--- src/rtl/adc_seq_pkg.sv ---
package adc_seq_pkg;
  typedef enum logic [1:0] {
    ST_IDLE,
    ST_TRACK,
    ST_SEARCH
  } seq_state_e;

  localparam int unsigned MODE_SCAN_BIT = 0;
  localparam int unsigned MODE_CONT_BIT = 1;
endpackage

--- src/rtl/adc_tick_gen.sv ---
module adc_tick_gen #(
  parameter int unsigned DIV_W = 4
) (
  input  logic             clk_i,
  input  logic             rst_ni,
  input  logic             run_i,
  input  logic [DIV_W-1:0] div_i,
  output logic             tick_o
);
  logic [DIV_W-1:0] cnt_q;

  assign tick_o = run_i && (cnt_q >= div_i);

  always_ff @(posedge clk_i or negedge rst_ni) begin
    if (!rst_ni)      cnt_q <= '0;
    else if (!run_i)  cnt_q <= '0;
    else if (tick_o)  cnt_q <= '0;
    else              cnt_q <= cnt_q + 1'b1;
  end

  // divider held constant while running
  p_tick_gap_r2: assert property (@(posedge clk_i) disable iff (!rst_ni)
    (tick_o && div_i != '0 && run_i) |=> !tick_o);
endmodule

--- src/rtl/adc_sar_core.sv ---
module adc_sar_core #(
  parameter int unsigned RES_W = 8
) (
  input  logic             clk_i,
  input  logic             rst_ni,
  input  logic             begin_i,
  input  logic             tick_i,
  input  logic             cmp_i,
  output logic [RES_W-1:0] code_o,
  output logic             fin_o,
  output logic [RES_W-1:0] value_o
);
  localparam int unsigned IDX_W = (RES_W > 1) ? $clog2(RES_W) : 1;

  logic             active_q;
  logic [IDX_W-1:0] idx_q;
  logic [RES_W-1:0] trial_q;
  logic [RES_W-1:0] trial_nxt;

  always_comb begin
    trial_nxt = trial_q;
    if (!cmp_i) trial_nxt[idx_q] = 1'b0;
    if (idx_q != '0) trial_nxt[idx_q - IDX_W'(1)] = 1'b1;
  end

  assign fin_o   = active_q && tick_i && (idx_q == '0);
  assign value_o = trial_nxt;
  assign code_o  = active_q ? trial_q : '0;

  always_ff @(posedge clk_i or negedge rst_ni) begin
    if (!rst_ni) begin
      active_q <= 1'b0;
      idx_q    <= '0;
      trial_q  <= '0;
    end else if (begin_i) begin
      active_q <= 1'b1;
      idx_q    <= IDX_W'(RES_W-1);
      trial_q  <= {1'b1, {(RES_W-1){1'b0}}};
    end else if (active_q && tick_i) begin
      if (idx_q == '0) begin
        active_q <= 1'b0;
        trial_q  <= '0;
      end else begin
        idx_q   <= idx_q - 1'b1;
        trial_q <= trial_nxt;
      end
    end
  end

  p_msb_first_r4: assert property (@(posedge clk_i) disable iff (!rst_ni)
    begin_i |=> code_o == {1'b1, {(RES_W-1){1'b0}}});
endmodule

--- src/rtl/adc_scan_ctrl.sv ---
module adc_scan_ctrl
  import adc_seq_pkg::*;
#(
  parameter int unsigned CH_W  = 3,
  parameter int unsigned SH_W  = 4,
  parameter int unsigned SLOTS = 4
) (
  input  logic              clk_i,
  input  logic              rst_ni,
  input  logic              enable_i,
  input  logic              start_i,
  input  logic [1:0]        mode_i,
  input  logic [CH_W-1:0]   base_ch_i,
  input  logic [SH_W-1:0]   sh_cycles_i,
  input  logic              tick_i,
  input  logic              fin_i,
  output logic              busy_o,
  output logic              sample_o,
  output logic [CH_W-1:0]   ch_sel_o,
  output logic [$clog2(SLOTS)-1:0] slot_o,
  output logic              begin_o,
  output logic              done_o,
  output logic              irq_o
);
  localparam int unsigned SLOT_W = $clog2(SLOTS);

  seq_state_e        state_q;
  logic [SH_W-1:0]   sh_cnt_q, sh_lat_q;
  logic [SLOT_W-1:0] slot_q;
  logic [1:0]        mode_q;
  logic [CH_W-1:0]   base_q;
  logic              done_q, irq_q;
  logic              last_slot;

  assign busy_o    = state_q != ST_IDLE;
  assign sample_o  = state_q == ST_TRACK;
  assign ch_sel_o  = base_q + CH_W'(slot_q);
  assign slot_o    = slot_q;
  assign begin_o   = sample_o && tick_i && (sh_cnt_q == sh_lat_q);
  assign last_slot = !mode_q[MODE_SCAN_BIT] || (slot_q == SLOT_W'(SLOTS-1));
  assign done_o    = done_q;
  assign irq_o     = irq_q;

  always_ff @(posedge clk_i or negedge rst_ni) begin
    if (!rst_ni) begin
      state_q  <= ST_IDLE;
      sh_cnt_q <= '0;
      sh_lat_q <= '0;
      slot_q   <= '0;
      mode_q   <= '0;
      base_q   <= '0;
      done_q   <= 1'b0;
      irq_q    <= 1'b0;
    end else begin
      irq_q <= 1'b0;
      unique case (state_q)
        ST_IDLE: if (start_i && enable_i) begin
          state_q  <= ST_TRACK;
          slot_q   <= '0;
          sh_cnt_q <= '0;
          mode_q   <= mode_i;
          base_q   <= base_ch_i;
          sh_lat_q <= sh_cycles_i;
          done_q   <= 1'b0;
        end
        ST_TRACK: if (tick_i) begin
          if (sh_cnt_q == sh_lat_q) begin
            state_q  <= ST_SEARCH;
            sh_cnt_q <= '0;
          end else begin
            sh_cnt_q <= sh_cnt_q + 1'b1;
          end
        end
        ST_SEARCH: if (fin_i) begin
          if (!last_slot) begin
            slot_q  <= slot_q + 1'b1;
            state_q <= ST_TRACK;
          end else begin
            slot_q  <= '0;
            done_q  <= 1'b1;
            irq_q   <= 1'b1;
            state_q <= (mode_q[MODE_CONT_BIT] && enable_i) ? ST_TRACK : ST_IDLE;
          end
        end
        default: state_q <= ST_IDLE;
      endcase
    end
  end

  p_start_gate_r1: assert property (@(posedge clk_i) disable iff (!rst_ni)
    $rose(busy_o) |-> $past(start_i && enable_i));
  p_ch_hold_r3: assert property (@(posedge clk_i) disable iff (!rst_ni)
    (sample_o && $past(sample_o)) |-> $stable(ch_sel_o));
  p_fin_in_search_r4: assert property (@(posedge clk_i) disable iff (!rst_ni)
    fin_i |-> state_q == ST_SEARCH);
  p_irq_pulse_r7: assert property (@(posedge clk_i) disable iff (!rst_ni)
    irq_o |=> !irq_o);
endmodule

--- src/rtl/adc_result_bank.sv ---
module adc_result_bank #(
  parameter int unsigned RES_W = 8,
  parameter int unsigned SLOTS = 4
) (
  input  logic                     clk_i,
  input  logic                     rst_ni,
  input  logic                     wr_i,
  input  logic [$clog2(SLOTS)-1:0] slot_i,
  input  logic [RES_W-1:0]         data_i,
  output logic [SLOTS*RES_W-1:0]   bank_o
);
  for (genvar g = 0; g < SLOTS; g++) begin : g_slot
    logic [RES_W-1:0] q;
    always_ff @(posedge clk_i or negedge rst_ni) begin
      if (!rst_ni)                        q <= '0;
      else if (wr_i && slot_i == g[$clog2(SLOTS)-1:0]) q <= data_i;
    end
    assign bank_o[g*RES_W +: RES_W] = q;
  end
endmodule

--- src/rtl/adc_seq_top.sv ---
module adc_seq_top #(
  parameter int unsigned CH_W  = 3,
  parameter int unsigned RES_W = 8,
  parameter int unsigned SLOTS = 4,
  parameter int unsigned SH_W  = 4,
  parameter int unsigned DIV_W = 4
) (
  input  logic                   clk_i,
  input  logic                   rst_ni,
  input  logic                   enable_i,
  input  logic                   start_i,
  input  logic [1:0]             mode_i,
  input  logic [CH_W-1:0]        base_ch_i,
  input  logic [SH_W-1:0]        sh_cycles_i,
  input  logic [DIV_W-1:0]       clk_div_i,
  input  logic                   cmp_i,
  output logic [CH_W-1:0]        ch_sel_o,
  output logic                   sample_o,
  output logic [RES_W-1:0]       dac_code_o,
  output logic                   busy_o,
  output logic                   done_o,
  output logic                   irq_o,
  output logic [SLOTS*RES_W-1:0] result_o
);
  localparam int unsigned SLOT_W = $clog2(SLOTS);

  logic              tick, begin_conv, fin;
  logic [SLOT_W-1:0] slot;
  logic [RES_W-1:0]  value;

  adc_tick_gen #(.DIV_W(DIV_W)) u_tick (
    .clk_i, .rst_ni, .run_i(busy_o), .div_i(clk_div_i), .tick_o(tick)
  );

  adc_scan_ctrl #(.CH_W(CH_W), .SH_W(SH_W), .SLOTS(SLOTS)) u_ctrl (
    .clk_i, .rst_ni, .enable_i, .start_i, .mode_i, .base_ch_i, .sh_cycles_i,
    .tick_i(tick), .fin_i(fin), .busy_o, .sample_o, .ch_sel_o,
    .slot_o(slot), .begin_o(begin_conv), .done_o, .irq_o
  );

  adc_sar_core #(.RES_W(RES_W)) u_sar (
    .clk_i, .rst_ni, .begin_i(begin_conv), .tick_i(tick), .cmp_i,
    .code_o(dac_code_o), .fin_o(fin), .value_o(value)
  );

  adc_result_bank #(.RES_W(RES_W), .SLOTS(SLOTS)) u_bank (
    .clk_i, .rst_ni, .wr_i(fin), .slot_i(slot), .data_i(value), .bank_o(result_o)
  );

  p_track_dac_zero_r3: assert property (@(posedge clk_i) disable iff (!rst_ni)
    sample_o |-> dac_code_o == '0);
  p_irq_sets_done_r7: assert property (@(posedge clk_i) disable iff (!rst_ni)
    irq_o |-> done_o);
endmodule

--- config.mk ---
export PLATFORM = sky130hd
export DESIGN_NAME = adc_seq_top
export DESIGN_NICKNAME = d
export VERILOG_FILES = /design/src/rtl/adc_seq_pkg.sv /design/src/rtl/adc_tick_gen.sv /design/src/rtl/adc_sar_core.sv /design/src/rtl/adc_scan_ctrl.sv /design/src/rtl/adc_result_bank.sv /design/src/rtl/adc_seq_top.sv
export SDC_FILE = /design/constraint.sdc
export NUM_CORES = 1
export LEC_CHECK = 0
export ABC_AREA = 1
export BUFFER_PORTS_ARGS = -buffer_cell sky130_fd_sc_hd__buf_4
export CORE_MARGIN = 2
export CORE_UTILIZATION = 55
export CTS_CLUSTER_SIZE = 8
export DETAILED_ROUTE_END_ITERATION = 8
export PLACE_DENSITY = 0.84
export SLEW_MARGIN = 40
export SYNTH_ARGS = -nofsm -noshare
export SYNTH_HDL_FRONTEND = slang
export SYNTH_SLANG_ARGS = --single-unit
--- constraint.sdc ---
create_clock -name clk_i -period 1.77 [get_ports clk_i]
set_input_delay 0.354 -clock clk_i [delete_from_list [all_inputs] [get_ports clk_i]]
set_output_delay 0.354 -clock clk_i [all_outputs]
set_load 0.02 [all_outputs]
==> results.py, run 1 <==
metrics = {
    "floorplan": {
        "die_area_mm2": 0.00698,
        "core_area_mm2": 0.00603,
        "fp.dieH_um": 83.5,
        "fp.dieW_um": 83.5,
        "ios": 65,
        "rows": 28,
        "initial_core_util_pct": 57.7,
    },
    "finish": {
        "syn_to_final_growth_pct": 38.9,
        "diodes": 0,
        "final-instance-count-excl-fill": 568,
        "final_core_utilization_pct": 80.2,
        "nets": 521,
        "layout-drive-gt1-share_pct": 40.0,
    },
    "synthesis": {
        "ys_seq_elements": 67,
        "netlist_area_mm2": 0.00348,
        "yosys.cell_types.count": 35,
        "syn_nets": 423,
        "async_flop_share_pct": 100,
        "syn_inst": 391,
        "synth_edf_count": 0,
        "yosysWarningCount": 0,
        "synth_area_per_cell_um2": 8.90,
        "synth-main-ff-cell": "dfrtp_1",
        "ys_seq_area_share_pct": 48.2,
    },
    "global_routing": {
        "grt_max_degree": 47,
        "first_global_vias": 2917,
        "gr-total-overflow": 0,
        "antenna_found_initial": 0,
        "grt_usage_pct": 24.6,
        "grt_pass1_wl_mm": 13.7,
    },
    "critical_path": {
        "reg2reg_to": "u_ctrl.sh_cnt_q[2]",
        "cp.arrival_ns": 1.58,
        "startpoint_type": "flip-flop",
        "crit_path_max_incr_delay_ns": 0.54,
        "crit_chain": "ha_2 -> fa_2 -> buf_6",
        "endpoint_kind": "primary output",
        "rrSetupSlack_ns": -0.15,
        "ff2ff_path_depth": 12,
        "crit_start": "u_ctrl.slot_o[0]",
        "path_max_fanout": 2,
        "critPathRequiredTime_ns": 1.42,
        "crit_end": "ch_sel_o[1]",
        "cpMaxStageDelayCell": "fa_2",
        "crit_type": "flip-flop to primary output",
        "r2r_start": "u_tick.cnt_q[1]",
    },
    "placed_design": {
        "dp.cells": 537,
        "place_congestion": 0.841,
        "dp_hpwl_mm": 5.81,
        "port_buffers": 64,
    },
    "drt": {
        "vias": 3151,
        "route.detailed.drc": 0,
        "ant_nets": 0,
        "drtPass1Iterations": 4,
        "drt_wl_total_mm": 9.56,
        "wl_per_cell_um": 16.8,
        "vias_per_cell": 5.55,
        "drt_iter0_drc": 230,
    },
    "sta": {
        "report.final.slew_viol_count": 0,
        "slew_headroom_pct": 69.5,
        "hold_viol": 0,
        "setup_viol": 43,
        "period_share_pct": 109,
        "max_freq_mhz": 516,
        "period_needed_ns": 1.94,
        "rsz0062_at_grt": "yes",
        "worst_slew_pin_slew_ns": 0.456,
        "final.setup.worst_slack_ns": -0.168,
        "skew_ns": 0.00452,
    },
    "pwr": {
        "peakVddDrop_mv": 1.05,
        "power.leakage_nw": 2.63,
        "p_per_area_mw_per_mm2": 1360,
    },
    "clocking": {
        "clock_sinks": 67,
        "cts_buffers": 9,
        "clock_path_buffers": 2,
        "path_clk_slew_ns": 0.07,
        "h-tree-depth": 3,
        "clock-root-buffer": "clkbuf_8",
        "worstSkewPairLatency_ns": 0.35,
        "cts_tree": "yes",
    },
    "run": {
        "cap_viol_max_count": 0,
    },
    "worst_hold_path": {
        "hold_class": "primary input to flip-flop",
    },
    "run_status": {
        "violations": "setup timing",
        "run_status": "finished with violations",
    },
}
logic make-up after synthesis:
logic type / Yosys count / synth area share (%)
AND/OR/NAND/NOR: 189 / 26.2
adder cells (fa/ha/maj): 14 / 5.25
multiplexers: 6 / 1.94
flip-flops: 67 / 48.2
XOR/XNOR: 6 / 1.51
buffers and inverters: 52 / 6.36
AO/OA/AOI/OAI: 57 / 10.6
worst min path at each step:
| stage | startpoint | slack (ns) | end | cells after the start |
|---|---|---|---|---|
| finish | base_ch_i[0] | 0.22 | u_ctrl.base_q[0] | 2 |
| global route | base_ch_i[0] | 0.23 | u_ctrl.base_q[0] | 2 |
| floorplan | rst_ni | 0.06 | u_bank.g_slot[0].q[0] | 0 |
| global placement | rst_ni | 0.26 | u_bank.g_slot[0].q[5] | 1 |
| CTS | base_ch_i[0] | 0.21 | u_ctrl.base_q[0] | 2 |
| detailed placement | rst_ni | 0.26 | u_bank.g_slot[1].q[7] | 1 |
flip-flops by register name, summed over array words and instances (netlist names):
name	flops
u_ctrl.done_o	1
u_ctrl.state_q	2
u_ctrl.mode_q	2
u_ctrl.sh_cnt_q	4
u_sar.idx_q	3
u_sar.active_q	1
u_sar.trial_q	8
u_ctrl.irq_o	1
u_tick.cnt_q	4
u_ctrl.sh_lat_q	4
u_ctrl.slot_o	2
u_bank.g_slot.q	32
u_ctrl.base_q	3
where the power goes:
| part | total (mW) | internal (mW) | switching, mW |
|---|---|---|---|
| Clock | 1.29 | 0.719 | 0.574 |
| Combinational | 3.12 | 1.19 | 1.93 |
| Sequential | 2.17 | 1.87 | 0.300 |
| Total | 6.58 | 3.78 | 2.80 |
layout by cell type (no fill, tap or decap), drive strengths merged:
cell type and count:
o21ai 31, a21boi 5, dfrtp 67, buf 88
nand2 118, o21a 8, a21oi 6, o2bb2ai 2
bufinv 1, nand3 28, mux2 6, xor2 3
ha 13, inv 43, nor2 37, clkinv 1
fa 1, xnor2 3, a31oi 1, dlygate4sd3 1
nand4 10, o21bai 3, nor3b 1, clkbuf 15
o211ai 1
cell type report:
type                       count  area [µm²]
sequential                    67        1680
fill                         352        1190
clock buffer                  13         159
timing repair buffer          91         800
multi-input combinational    277        1900
clock inverter                 2        35.0
inverter                      43         166
tap                           75        93.8
synth_stat cells, types with 3 or more instances:
master	instances	share of area (%)
nor2_1	23	2.5
o21a_1	8	1.7
inv_1	37	4.0
nand2_1	113	12
nor2_8	4	2.3
buf_4	3	0.65
buf_2	3	0.43
nor2_4	3	0.97
o21bai_2	3	0.97
nand4_1	10	1.8
o21ai_0	30	4.3
dfrtp_1	67	48
inv_2	6	0.65
xnor2_1	3	0.76
nand3_1	25	3.6
xor2_1	3	0.76
ha_1	13	4.7
mux2_2	4	1.3
a21boi_0	5	1.1
a21oi_1	5	0.72
nor2_2	3	0.54
through the flow:
step / worst slack, ns / TNS (ns) / power (mW) / hold slack, ns / cell area, µm²
6_report: -0.168 / -3.32 / 6.58 / 0.218 / 4830
5_1_grt: -0.226 / -6.63 / 6.95 / 0.228 / 4830
4_1_cts: -0.187 / -0.369 / 5.99 / 0.207 / 4390
3_5_place_dp: -0.130 / -1.16 / 4.66 / 0.262 / 4150
3_3_place_gp: -0.0524 / -0.161 / 4.57 / 0.259 / 4150
2_1_floorplan: 0.0546 / 0 / 3.83 / 0.0584 / 3480
repair_timing:
item | in CTS | in global routing
setup buffers | 0 | 7
hold buffers | 1 | 0
gates resized for setup | 6 | 91
pin swaps | 3 | 36
endpoints found under the setup margin | 7 | 50
gates cloned | 0 | 8
endpoints found under the hold margin | 21 | 0
per-layer routing:
layer / global-route usage, % / wire [µm] / vias up
li1: - / - / 1468
met1: 32.8 / 3960 / 1528
met2: 40.0 / 4810 / 129
met3: 4.15 / 541 / 26
met4: 10.3 / 246 / 0
met5: 0 / 0 / -
worst max-delay path, delay by kind of cell (launching register included):
kind,cells,cell delay (ns)
adder cells (fa/ha/maj),2,0.73
buffers and inverters,1,0.12
flip-flops,1,0.39
Note: power is estimated with default switching activity, not from simulation.
==> run 2: changes to the inputs <==
--- a/config.mk
+++ b/config.mk
@@ -7,11 +7,13 @@
 export LEC_CHECK = 0
 export ABC_AREA = 1
 export BUFFER_PORTS_ARGS = -buffer_cell sky130_fd_sc_hd__buf_4
+export CORE_ASPECT_RATIO = 1.25
 export CORE_MARGIN = 2
 export CORE_UTILIZATION = 55
 export CTS_CLUSTER_SIZE = 8
 export DETAILED_ROUTE_END_ITERATION = 8
 export PLACE_DENSITY = 0.84
+export RECOVER_POWER = 50
 export SLEW_MARGIN = 40
 export SYNTH_ARGS = -nofsm -noshare
 export SYNTH_HDL_FRONTEND = slang
==> results.py, run 2 (synthesis results as in run 1) <==
metrics = {
    "pwr": {
        "seqPwrFrac_pct": 33.2,
        "p_int_mw": 3.73,
        "power.leakage_nw": 2.67,
        "p_switching_mw": 2.74,
        "pwr-share-clk_pct": 20.0,
        "peakVddDrop_mv": 0.864,
        "p_per_area_mw_per_mm2": 1330,
        "switching_share_pct": 42.3,
        "pwr-share-comb_pct": 46.8,
    },
    "global_routing": {
        "antenna_found_initial": 0,
        "grt_usage_pct": 24.0,
        "grt_util_met2_pct": 38.9,
        "first_global_vias": 2835,
        "grtUsageMet3_pct": 4.68,
        "grt_pass1_wl_mm": 12.7,
        "grt_max_degree": 37,
        "gr-max-usage-layer": "met2",
        "gr-usage-met1_pct": 29.8,
        "gr-total-overflow": 0,
    },
    "critical_path": {
        "crit_start": "u_ctrl.slot_o[0]",
        "path_max_fanout": 2,
        "cp.arrival_ns": 1.58,
        "crit_type": "flip-flop to primary output",
        "rrSetupSlack_ns": -0.15,
        "endpoint_kind": "primary output",
        "crit_path_max_incr_delay_ns": 0.39,
        "crit_chain": "ha_2 -> fa_2 -> xor2_1 -> buf_4",
        "startpoint_type": "flip-flop",
        "critPathRequiredTime_ns": 1.42,
        "cpMaxStageDelayCell": "dfrtp_1",
        "crit_end": "ch_sel_o[2]",
        "ff2ff_path_depth": 8,
        "r2r_start": "u_tick.cnt_q[2]",
        "reg2reg_to": "u_bank.g_slot[2].q[6]",
    },
    "sta": {
        "period_needed_ns": 1.94,
        "worst_slew_pin_slew_ns": 0.805,
        "max_freq_mhz": 516,
        "setup_viol": 40,
        "hold_viol": 0,
        "period_share_pct": 109,
        "timing.hold.ws_ns": 0.226,
        "slew_headroom_pct": 46.3,
        "skew_ns": 0.00847,
        "rsz0062_at_grt": "yes",
        "report.final.slew_viol_count": 0,
        "final.setup.worst_slack_ns": -0.168,
    },
    "finish": {
        "layout-drive-gt1-share_pct": 36.7,
        "reg.largest.list": "u_bank.g_slot.q: 32 flops, u_sar.trial_q: 8 flops",
        "layout_commonest_cell": "nand2_1",
        "nFillCells": 385,
        "layout_common_cells": "nand2_1 (99), buf_4 (78), dfrtp_1 (67)",
        "diodes": 0,
        "syn_to_final_growth_pct": 39.8,
        "top_register": "u_bank.g_slot.q",
        "nets": 526,
        "largest_reg_flops": 32,
    },
    "clocking": {
        "clock_sinks": 67,
        "cts_buffers": 9,
        "clock_path_buffers": 2,
        "worstSkewPairLatency_ns": 0.35,
        "clock-root-buffer": "clkbuf_8",
        "h-tree-depth": 3,
        "cts_tree": "yes",
        "path_clk_slew_ns": 0.07,
    },
    "floorplan": {
        "core_area_mm2": 0.00617,
        "ios": 65,
        "rows": 32,
        "die_area_mm2": 0.00698,
        "fp.dieH_um": 92.9,
        "fp.dieW_um": 75.1,
        "initial_core_util_pct": 56.4,
    },
    "run_status": {
        "violations": "setup timing",
        "run_status": "finished with violations",
    },
    "run": {
        "cap_viol_max_count": 0,
    },
    "drt": {
        "wl_per_cell_um": 17.0,
        "ant_nets": 0,
        "route.detailed.drc": 0,
        "vias": 3255,
        "drtPass1Iterations": 5,
        "drt_wl_total_mm": 9.93,
        "vias_per_cell": 5.58,
        "drt_iter0_drc": 228,
    },
    "placed_design": {
        "port_buffers": 64,
        "place_congestion": 0.878,
        "dp_slack_ns": -0.0853,
        "dp_hpwl_mm": 5.84,
    },
    "worst_hold_path": {
        "hold_class": "primary input to flip-flop",
    },
}
==> run 2: cell count changes in the layout (fill, tap and decap cells not counted), sizes merged <==
cell	before	now
clkbuf	15	19
buf	88	89
==> run 2: stage by stage <==
step	utilization, %	cells	area [µm²]	TNS, ns	power, mW
floorplan	-	391	3480	0	3.83
detailed placement	67.3	545	4150	-1.66	4.69
finish	78.9	583	4870	-2.06	6.47
global route	78.9	583	4870	-6.80	6.84
CTS	71.2	562	4390	-0.299	5.97
global placement	67.3	545	4150	-0.234	4.63
==> run 2: what timing repair did <==
action	in CTS	in global routing
hold endpoints to repair	31	0
cloned	0	12
resized for setup	5	73
endpoints found under the setup margin	11	53
hold buffers	1	0
pin swaps	1	31
setup buffers	1	9
==> run 2: worst max-delay path: cells and delay by family (launching register included) <==
kind | cells | cell delay (ns)
adder cells (fa/ha/maj) | 2 | 0.53
flip-flops | 1 | 0.39
XOR/XNOR | 1 | 0.16
buffers and inverters | 1 | 0.16
==> run 2: power by group through the flow <==
| stage | combinational [mW] | sequential (mW) | clock (mW) |
|---|---|---|---|
| 2_1_floorplan | 1.65 | 2.18 | 0 |
| 3_3_place_gp | 2.48 | 2.15 | 0 |
| 3_5_place_dp | 2.53 | 2.16 | 0 |
| 4_1_cts | 2.56 | 2.13 | 1.28 |
| 5_1_grt | 3.31 | 2.18 | 1.34 |
| 6_report | 3.03 | 2.15 | 1.29 |
==> run 2: layout make-up <==
type / count / area, µm² / share of cell area, %
Clock buffer: 13 / 159 / 3.27
Clock inverter: 2 / 35.0 / 0.720
Inverter: 43 / 169 / 3.47
Multi-Input combinational cell: 277 / 1850 / 38.0
Sequential cell: 67 / 1680 / 34.5
Tap cell: 85 / 106 / 2.19
Timing Repair Buffer: 96 / 871 / 17.9
==> run 2: how the worst min path moves through the flow <==
stage | endpoint | depth (start not counted) | slack [ns] | from
floorplan | u_bank.g_slot[0].q[0] | 0 | 0.06 | rst_ni
global placement | u_sar.idx_q[0] | 1 | 0.32 | rst_ni
detailed placement | u_sar.idx_q[0] | 1 | 0.32 | rst_ni
CTS | u_ctrl.mode_q[0] | 2 | 0.23 | mode_i[0]
global route | u_ctrl.mode_q[0] | 2 | 0.24 | mode_i[0]
finish | u_ctrl.base_q[0] | 2 | 0.23 | base_ch_i[0]
==> run 2: per-layer routing <==
metal  part of all wire (%)  vias up
li1                       -     1487
met1                     37     1572
met2                     54      160
met3                    5.5       36
met4                    3.6        0
met5                      0        -
==> run 3: changes to the inputs <==
--- a/config.mk
+++ b/config.mk
@@ -9,10 +9,10 @@
 export BUFFER_PORTS_ARGS = -buffer_cell sky130_fd_sc_hd__buf_4
 export CORE_ASPECT_RATIO = 1.25
 export CORE_MARGIN = 2
-export CORE_UTILIZATION = 55
+export CORE_UTILIZATION = 50
 export CTS_CLUSTER_SIZE = 8
 export DETAILED_ROUTE_END_ITERATION = 8
-export PLACE_DENSITY = 0.84
+export PLACE_DENSITY = 0.78
 export RECOVER_POWER = 50
 export SLEW_MARGIN = 40
 export SYNTH_ARGS = -nofsm -noshare
==> results.py, run 3 (synthesis results as in run 1) <==
metrics = {
    "floorplan": {
        "die_area_mm2": 0.00765,
        "core_area_mm2": 0.00685,
        "fp.dieW_um": 78.6,
        "fp.dieH_um": 97.3,
        "ios": 65,
        "initial_core_util_pct": 50.8,
        "rows": 34,
    },
    "pwr": {
        "peakVddDrop_mv": 0.923,
        "pwr-share-clk_pct": 24.2,
        "power.leakage_nw": 2.60,
        "pwr-share-comb_pct": 43.0,
        "p_int_mw": 3.91,
        "p_per_area_mw_per_mm2": 1380,
        "seqPwrFrac_pct": 32.8,
        "switching_share_pct": 39.8,
        "p_switching_mw": 2.58,
    },
    "worst_hold_path": {
        "min_to": "u_ctrl.base_q[0]",
        "hold_start": "base_ch_i[0]",
        "min_path_cells": 2,
        "hold_class": "primary input to flip-flop",
    },
    "clocking": {
        "clock_path_buffers": 2,
        "h-tree-depth": 3,
        "clock-root-buffer": "clkbuf_8",
        "path_clk_slew_ns": 0.07,
        "clock_sinks": 67,
        "worstSkewPairLatency_ns": 0.35,
        "cts_tree": "yes",
        "cts_buffers": 9,
    },
    "critical_path": {
        "cp.arrival_ns": 1.56,
        "ff2ff_path_depth": 8,
        "startpoint_type": "flip-flop",
        "crit_start": "u_ctrl.slot_o[0]",
        "crit_type": "flip-flop to primary output",
        "endpoint_kind": "primary output",
        "reg2reg_to": "u_bank.g_slot[1].q[6]",
        "rrSetupSlack_ns": -0.02,
        "r2r_start": "u_tick.cnt_q[2]",
        "path_max_fanout": 2,
        "critPathRequiredTime_ns": 1.42,
    },
    "drt": {
        "wl_per_cell_um": 13.9,
        "route.detailed.drc": 0,
        "ant_nets": 0,
        "vias_per_cell": 5.10,
        "vias": 2976,
        "drtPass1Iterations": 4,
        "drt_wl_total_mm": 8.08,
        "drt_iter0_drc": 136,
    },
    "sta": {
        "max_freq_mhz": 521,
        "report.final.slew_viol_count": 0,
        "timing.hold.ws_ns": 0.222,
        "final.setup.worst_slack_ns": -0.148,
        "rsz0062_at_grt": "yes",
        "skew_ns": 0.0147,
        "setup_viol": 10,
        "hold_viol": 0,
        "period_needed_ns": 1.92,
        "period_share_pct": 108,
        "slew_headroom_pct": 36.0,
        "worst_slew_pin_slew_ns": 0.959,
    },
    "finish": {
        "nFillCells": 532,
        "layout_common_cells": "nand2_1 (104), buf_4 (80), dfrtp_1 (67)",
        "multi_input_area_mm2": 0.00173,
        "nets": 520,
        "largest_reg_flops": 32,
        "top_register": "u_bank.g_slot.q",
        "diodes": 0,
        "layout-drive-gt1-share_pct": 33.7,
        "layout_commonest_cell": "nand2_1",
        "seq_area_mm2": 0.00168,
        "syn_to_final_growth_pct": 34.7,
        "reg.largest.list": "u_bank.g_slot.q: 32 flops, u_sar.trial_q: 8 flops",
        "final_core_utilization_pct": 68.5,
    },
    "placed_design": {
        "dp_hpwl_mm": 5.90,
        "place_congestion": 0.886,
        "port_buffers": 64,
    },
    "global_routing": {
        "antenna_found_initial": 0,
        "grt_usage_pct": 21.5,
        "grt_max_degree": 41,
        "gr-total-overflow": 0,
        "grt_pass1_wl_mm": 12.9,
        "first_global_vias": 2844,
    },
    "run_status": {
        "violations": "setup timing",
        "run_status": "finished with violations",
    },
    "run": {
        "cap_viol_max_count": 0,
    },
}
## run 3: critical path: stages (launching register included)
cell and delay [ns]:
dfrtp_1 0.40, ha_2 0.18, fa_2 0.53, buf_6 0.11
## run 3: metrics by stage
step                      setup TNS (ns)  area, µm²  power, mW  instances  setup WS, ns
after floorplan                        0       3480       3.83        391        0.0546
after global placement            -0.711       4220       4.68        557       -0.0603
after detailed placement           -4.12       4220       4.75        557        -0.150
after CTS                         -0.359       4520       6.37        575        -0.186
after global routing               -2.44       4690       6.87        583        -0.208
final                             -0.380       4690       6.49        583        -0.148
## run 3: power groups by stage
| stage | registers (mW) | clock network (mW) | logic, mW |
|---|---|---|---|
| 2_1_floorplan | 2.18 | 0 | 1.65 |
| 3_3_place_gp | 2.14 | 0 | 2.54 |
| 3_5_place_dp | 2.15 | 0 | 2.60 |
| 4_1_cts | 2.12 | 1.60 | 2.65 |
| 5_1_grt | 2.17 | 1.66 | 3.04 |
| 6_report | 2.13 | 1.57 | 2.79 |
## run 3: per-layer routing
| metal | part of all wire [%] | up-vias | track usage (%) |
|---|---|---|---|
| met2 | 55 | 68 | 38.4 |
| met3 | 3.4 | 11 | 2.88 |
| li1 | - | 1476 | - |
| met1 | 40 | 1421 | 25.6 |
| met5 | 0 | - | 0 |
| met4 | 1.7 | 0 | 9.18 |
## run 3: cell type report
class                   count  area share (%)
well taps                  90            2.40
multi-input cells         276            36.8
repair buffers             91            16.2
clock buffers               9            2.64
inverters                  43            3.55
clock inverters             7            2.67
flip-flops and latches     67            35.8
## run 3: timing repair
action | CTS | global route
pin swaps | 1 | 17
endpoints found under the hold margin | 38 | 0
gates cloned | 0 | 5
setup endpoints to repair | 43 | 47
buffers inserted | 1 | 3
hold buffers | 1 | 0
gates resized for setup | 5 | 42
## run 3: worst max-delay path by stage
stage,slack (ns),cells after the start,end
2_1_floorplan,0.05,3,ch_sel_o[2]
3_3_place_gp,-0.06,12,u_bank.g_slot[0].q[5]
3_5_place_dp,-0.15,12,u_bank.g_slot[2].q[6]
4_1_cts,-0.19,4,ch_sel_o[2]
5_1_grt,-0.21,4,ch_sel_o[2]
6_report,-0.15,3,ch_sel_o[1]
